**src/rtl/lrr_pkg.sv**
```systemverilog
package lrr_pkg;

  typedef enum logic {
    OE_OFF = 1'b0,
    OE_ON  = 1'b1
  } oe_state_e;

  // next value of one sticky status bit: a request wins over any wipe
  function automatic logic stat_bit_next(input logic cur,
                                         input logic set,
                                         input logic wipe);
    return set | (cur & ~wipe);
  endfunction

  // next state of the pin enable
  function automatic oe_state_e oe_next(input oe_state_e cur,
                                        input logic      any_set,
                                        input logic      self_mode,
                                        input logic      done,
                                        input logic      any_stat_next);
    oe_state_e nxt;
    if (any_set)        nxt = OE_ON;
    else if (self_mode) nxt = done ? OE_OFF : cur;
    else                nxt = any_stat_next ? OE_ON : OE_OFF;
    return nxt;
  endfunction

endpackage

```
**src/rtl/lrr_status_bank.sv**
```systemverilog
module lrr_status_bank #(
  parameter int NPORT = 8
) (
  input  logic             clk,
  input  logic             rst_n,
  input  logic [NPORT-1:0] set_vec,
  input  logic [NPORT-1:0] wipe_vec,
  output logic [NPORT-1:0] stat_q,
  output logic [NPORT-1:0] stat_d
);
  import lrr_pkg::*;

  for (genvar i = 0; i < NPORT; i++) begin : g_bit
    always_comb stat_d[i] = stat_bit_next(stat_q[i], set_vec[i], wipe_vec[i]);

    always_ff @(posedge clk or negedge rst_n) begin
      if (!rst_n) stat_q[i] <= 1'b0;
      else        stat_q[i] <= stat_d[i];
    end
  end

endmodule

```
**src/rtl/lrr_hold_ctrl.sv**
```systemverilog
module lrr_hold_ctrl (
  input  logic clk,
  input  logic rst_n,
  input  logic any_set,
  input  logic self_mode,
  input  logic done,
  input  logic any_stat_next,
  output logic oe
);
  import lrr_pkg::*;

  oe_state_e state_q, state_d;

  always_comb state_d = oe_next(state_q, any_set, self_mode, done, any_stat_next);

  always_ff @(posedge clk or negedge rst_n) begin
    if (!rst_n) state_q <= OE_OFF;
    else        state_q <= state_d;
  end

  assign oe = (state_q == OE_ON);

endmodule

```
**src/rtl/link_rst_req_ctrl.sv**
```systemverilog
module link_rst_req_ctrl #(
  parameter int NPORT = 8
) (
  input  logic             clk,
  input  logic             hard_rst_n,
  input  logic [NPORT-1:0] req_pulse,
  input  logic             self_rst_en,
  input  logic             clr_wr,
  input  logic [NPORT-1:0] clr_mask,
  input  logic             self_rst_done,
  output logic             pin_oe,
  output logic [NPORT-1:0] req_status
);
  localparam logic [NPORT-1:0] NONE = '0;
  localparam logic [NPORT-1:0] ALL  = '1;

  // named internal events
  logic             any_req_evt;
  logic             self_wipe_evt;
  logic [NPORT-1:0] sw_clr_vec;
  logic [NPORT-1:0] wipe_vec;
  logic [NPORT-1:0] stat_d;
  logic             any_stat_next;

  assign any_req_evt   = |req_pulse;
  assign self_wipe_evt = self_rst_en & self_rst_done;
  assign sw_clr_vec    = clr_wr ? clr_mask : NONE;
  assign wipe_vec      = sw_clr_vec | (self_wipe_evt ? ALL : NONE);
  assign any_stat_next = |stat_d;

  lrr_status_bank #(.NPORT(NPORT)) u_bank (
    .clk      (clk),
    .rst_n    (hard_rst_n),
    .set_vec  (req_pulse),
    .wipe_vec (wipe_vec),
    .stat_q   (req_status),
    .stat_d   (stat_d)
  );

  lrr_hold_ctrl u_hold (
    .clk           (clk),
    .rst_n         (hard_rst_n),
    .any_set       (any_req_evt),
    .self_mode     (self_rst_en),
    .done          (self_rst_done),
    .any_stat_next (any_stat_next),
    .oe            (pin_oe)
  );

endmodule

```
**config.mk**
```make
export PLATFORM = sky130hd
export DESIGN_NAME = link_rst_req_ctrl
export DESIGN_NICKNAME = d
export VERILOG_FILES = /design/src/rtl/lrr_pkg.sv /design/src/rtl/lrr_status_bank.sv /design/src/rtl/lrr_hold_ctrl.sv /design/src/rtl/link_rst_req_ctrl.sv
export SDC_FILE = /design/constraint.sdc
export NUM_CORES = 1
export LEC_CHECK = 0
export BUFFER_PORTS_ARGS = -buffer_cell sky130_fd_sc_hd__buf_2
export CAP_MARGIN = 40
export CORE_MARGIN = 2
export CORE_UTILIZATION = 30
export DETAILED_ROUTE_END_ITERATION = 6
export PLACE_DENSITY = 0.76
export SLEW_MARGIN = 20
export SYNTH_ARGS = -nofsm -noshare
export SYNTH_HDL_FRONTEND = slang
export SYNTH_SLANG_ARGS = --single-unit
```
**constraint.sdc**
```tcl
create_clock -name clk -period 1.2 [get_ports clk]
set_clock_uncertainty 0.15 [all_clocks]
set_input_delay 0.12 -clock clk [delete_from_list [all_inputs] [get_ports clk]]
set_output_delay 0.12 -clock clk [all_outputs]
set_load 0.01 [all_outputs]
```
; ---- Word level (Yosys, flattened, before mapping)
; Cells that the tools add are included.
[word_totals]
ff_bits = 9
inputBits = 21
elab_cells = 44
out_inout_bits = 9
[op_classes]
muxes = 6
n_eq_ne = 1
n_bitwise = 26
n_reduce_logical = 2
[op_table]
columns = op, count
row1 = 8-bit 2-to-1 mux, 2
row2 = 8-bit OR reduction, 2
row3 = 1-bit AND, 9
row4 = 1-bit NOT, 8
row5 = 1-bit bitwise OR, 8
row6 = 8-bit bitwise OR, 1
row7 = 1-bit 2-to-1 mux, 4
row8 = 3-bit by 1-bit inequality test with 1-bit output (second input constant), 1

; ---- Logic depth before layout (Yosys ltp)
[logic_depth]
word_depth = 10
depth_mapped = 6
depth_no_buf = 5

; ---- Modules after synthesis
; A second synthesis with hierarchy kept.
[hier_totals]
cells_unflattened = 53
hier_area_um2 = 436.7
[modules_own_cells]
columns = module, cells_each, area_per_inst_um2, seq_area_each_um2, n_inst
row1 = lrr_status_bank, 24, 290.3, 200.2, 1
row2 = link_rst_req_ctrl, 24, 101.3, 0.0, 1
row3 = lrr_hold_ctrl, 5, 45.0, 25.0, 1

; ---- Worst setup path after synthesis
; No wires, ideal clock.
[synth_timing]
path_type = register to register
start = register u_bank.stat_q[6]
end = register u_hold.state_q, in the netlist u_hold.oe
path_buffers = 0
slack_ns = -0.157
arrival_time_ns = 1.069
setup_ns = 0.138
required_ns = 0.912
period_less_slack_ns = 1.357
path_stages_with_launch = 5
cell_sequence = dfrtp_1 a31o_1 nor4_2 a21oi_1 nand4b_1
[synth_between]
elab_chain_cells = 6
[synth_lines]
columns = item, line
row1 = "start, declared", lrr_status_bank.sv:8  ; output logic [NPORT-1:0] stat_q,
row2 = "start signal, assigned by index", lrr_status_bank.sv:18  ; else stat_q[i] <= stat_d[i];
row3 = 1-bit AND, lrr_pkg.sv:12  ; return set | (cur & ~wipe);
row4 = 1-bit bitwise OR, lrr_pkg.sv:12
row5 = via stat_d[6], link_rst_req_ctrl.sv:22  ; logic [NPORT-1:0] stat_d;
row6 = 8-bit OR reduction, link_rst_req_ctrl.sv:29  ; assign any_stat_next = |stat_d;
row7 = 1-bit 2-to-1 mux, lrr_pkg.sv:24  ; else nxt = any_stat_next ? OE_ON : OE_OFF;
row8 = 1-bit 2-to-1 mux, lrr_pkg.sv:23  ; else if (self_mode) nxt = done ? OE_OFF : cur;
row9 = 1-bit 2-to-1 mux, lrr_pkg.sv:22  ; if (any_set) nxt = OE_ON;
row10 = "end signal, assigned", lrr_hold_ctrl.sv:18  ; else state_q <= state_d;
row11 = "end, declared", lrr_hold_ctrl.sv:12  ; oe_state_e state_q, state_d;
; The timed path passes the listed nets, and every way through them passes these cells.
; A chain may end at the register's enable or synchronous reset.

; ---- Final worst setup path
[layout_timing]
start = register u_bank.stat_q[1]
end = register u_hold.state_q, in the netlist u_hold.oe
; The elaborated chain is that of the path after synthesis.

==> flow_summary.toml <==
[pwr]
switchingPower_uw = 198
intPower_uw = 521
finalPower_uw = 719
pwr_density_cell_nw_per_um2 = 1140
vdd_drop_max_v = 0.000667
power_frac_seq_pct = 46.8
clkPwrFrac_pct = 33.0
leakage_nw = 0.291
swShare_pct = 27.6
comb_power_share_pct = 20.2

[worst_setup_path]
cp_max_fo = 2
path_delay_family = "simple AND/OR/NAND/NOR gates"
ff2ff_path_depth = 4
cp_data_required_time_ns = 1.17
path_cells = "a31o_2, nor4_4, a21oi_1, nand4b_1"
crit_path_start_kind = "flip-flop"
cp.depth = 4
critPathBufInv = 0
slowest_delay_ns = 0.38
cp_slowest_cell = "dfrtp_1"
endpoint_kind = "flip-flop"
cp.arrival_ns = 1.38
critPathKind = "flip-flop to flip-flop"

[yosys]
synth_fp_nets = 55
synthCells = 34
synth_area_um2 = 398
ys_warn_count = 0
synth_seq_area_share_pct = 56.6
ys_ff_latch = 9
synth.avg_cell_area_um2 = 11.7
synthDistinctLibCells = 11

[outcome]
status = "finished, violations left"
violations = "negative hold slack, negative setup slack"

[die]
io_pins = 30
core_area_um2 = 1270
initial_core_util_pct = 31.4
chipWidth_um = 40.4
die_height_um = 40.4
fp.dieArea_um2 = 1630
row_count = 13

[cts]
cts-root-buf = "clkbuf_4"
clkTransAtPathRegs_ns = 0.07
cts-hold-fix-buffers = 1
clock_latency_ns = 0.26
cts_tree = "built"
cts.sink_count = 9
htree_num_levels = 1
cts_made_buffers = 3
cts_max_path_buffers = 2
cts_setup_buffers = 0

[timing]
worst_pin_slew_ns = 0.295
fin_crit_sh_pct = 117
fmax_mhz = 712
worst_slack_ns = -0.205
period_minus_slack_ns = 1.41
final-setup-viol-count = 1
rsz0062_at_grt = "true"
hold_viol_final = 8
relSlewSlack_pct = 80.2
worst_hold_slack_ns = -0.0578
slew_violations = 0

[final_layout]
final_util_pct = 49.7
stdcell_count = 86
layout-drive-gt1-share_pct = 63.4
fin_nets = 93
syn_to_final_growth_pct = 58.5
final_common_cell = "buf_2"
diodes = 0
most-common-layout-cells = "buf_2, dfrtp_1, nand2_1, a31o_2, buf_4"

[drt]
drc_errors = 0
antenna_left = 0
vias_per_cell = 4.88
drt_iter0_markers = 8
num_vias = 420
wire_per_inst_um = 12.3
routed_wl_um = 1060
drt_pre_antenna_iters = 4

[global_route]
grtUsageTotal_pct = 17.8
grt_max_degree = 10
grt_first_pass_wirelength_um = 1760
gr-total-overflow = 0
grt_pass1_vias = 415
antenna_found_initial = 0

[job]
drv_cap = 0

[place]
gp_congestion = 0.738
dp_cells = 81
dpl_worst_slack_ns = -0.237
port_buffers = 29

[hold_path]
holdPathStages = 2
hold_class = "input pin to flip-flop"
==> metal layers <==
metal  vias to the layer above  global-route usage, %  share of wire (%)
li1                        206                      -                  -
met5                         -                      0                  0
met1                       187                   18.1                 41
met4                         0                   12.5                  0
met2                        27                   29.8                 49
met3                         0                   6.67                9.2
==> cells in the mapped netlist <==
master	count	share of area (%)
nand2_1	8	7.5
buf_4	1	1.9
nand3b_1	1	1.9
a31o_1	3	6.6
a21oi_1	1	1.3
nand4b_1	1	2.2
nor4_2	2	6.3
nor4_1	2	3.1
a31o_2	5	11
dfrtp_1	9	57
nand2_2	1	1.6
==> sequential cells by signal, summed over array words and instances (netlist names) <==
| name | count |
|---|---|
| u_hold.oe | 1 |
| u_bank.stat_q | 8 |
==> layout make-up <==
type,count,area (µm²)
repair buffers,34,185
well taps,15,18.8
clock inverters,1,5.00
multi-input cells,24,174
flip-flops and latches,9,225
clock buffers,3,22.5
fillers,116,638
==> cell families (layout without fill, tap and decap cells) <==
logic type,after synthesis,after routing,synth area share [%]
AOI/OAI and AO/OA,9,9,18.9
and+or+nand+nor,15,15,22.6
DFF,9,9,56.6
buffers and inverters,1,38,1.89
==> timing repair <==
item / 4_1_cts / 5_1_grt
pin swaps: 2 / 2
gates resized for setup: 0 / 1
hold endpoints to repair: 18 / 8
endpoints found under the setup margin: 1 / 1
==> power by group through the flow <==
stage	combinational (mW)	clock [mW]	sequential, mW
3_3_place_gp	0.138	0	0.341
3_5_place_dp	0.138	0	0.341
4_1_cts	0.141	0.246	0.336
2_1_floorplan	0.0476	0	0.352
6_report	0.145	0.237	0.336
5_1_grt	0.161	0.269	0.339
==> worst paths after layout <==
| check | endpoint | slack [ns] | from |
|---|---|---|---|
| min reg2reg | u_bank.stat_q[4] | 0.39 | u_bank.stat_q[4] |
| max reg2reg | u_hold.oe | -0.21 | u_bank.stat_q[1] |
| min | u_bank.stat_q[4] | -0.06 | req_pulse[4] |
| min in group asynchronous | u_bank.stat_q[2] | 0.09 | hard_rst_n |
| max | u_hold.oe | -0.21 | u_bank.stat_q[1] |
| max in group asynchronous | u_bank.stat_q[7] | 0.63 | hard_rst_n |
==> stage by stage <==
stage	TNS (ns)	instance area [µm²]
2_1_floorplan	-0.157	398
3_3_place_gp	-0.235	584
3_5_place_dp	-0.237	584
4_1_cts	-0.204	622
5_1_grt	-0.312	631
6_report	-0.205	631
Note: power is estimated with default switching activity, not from simulation.
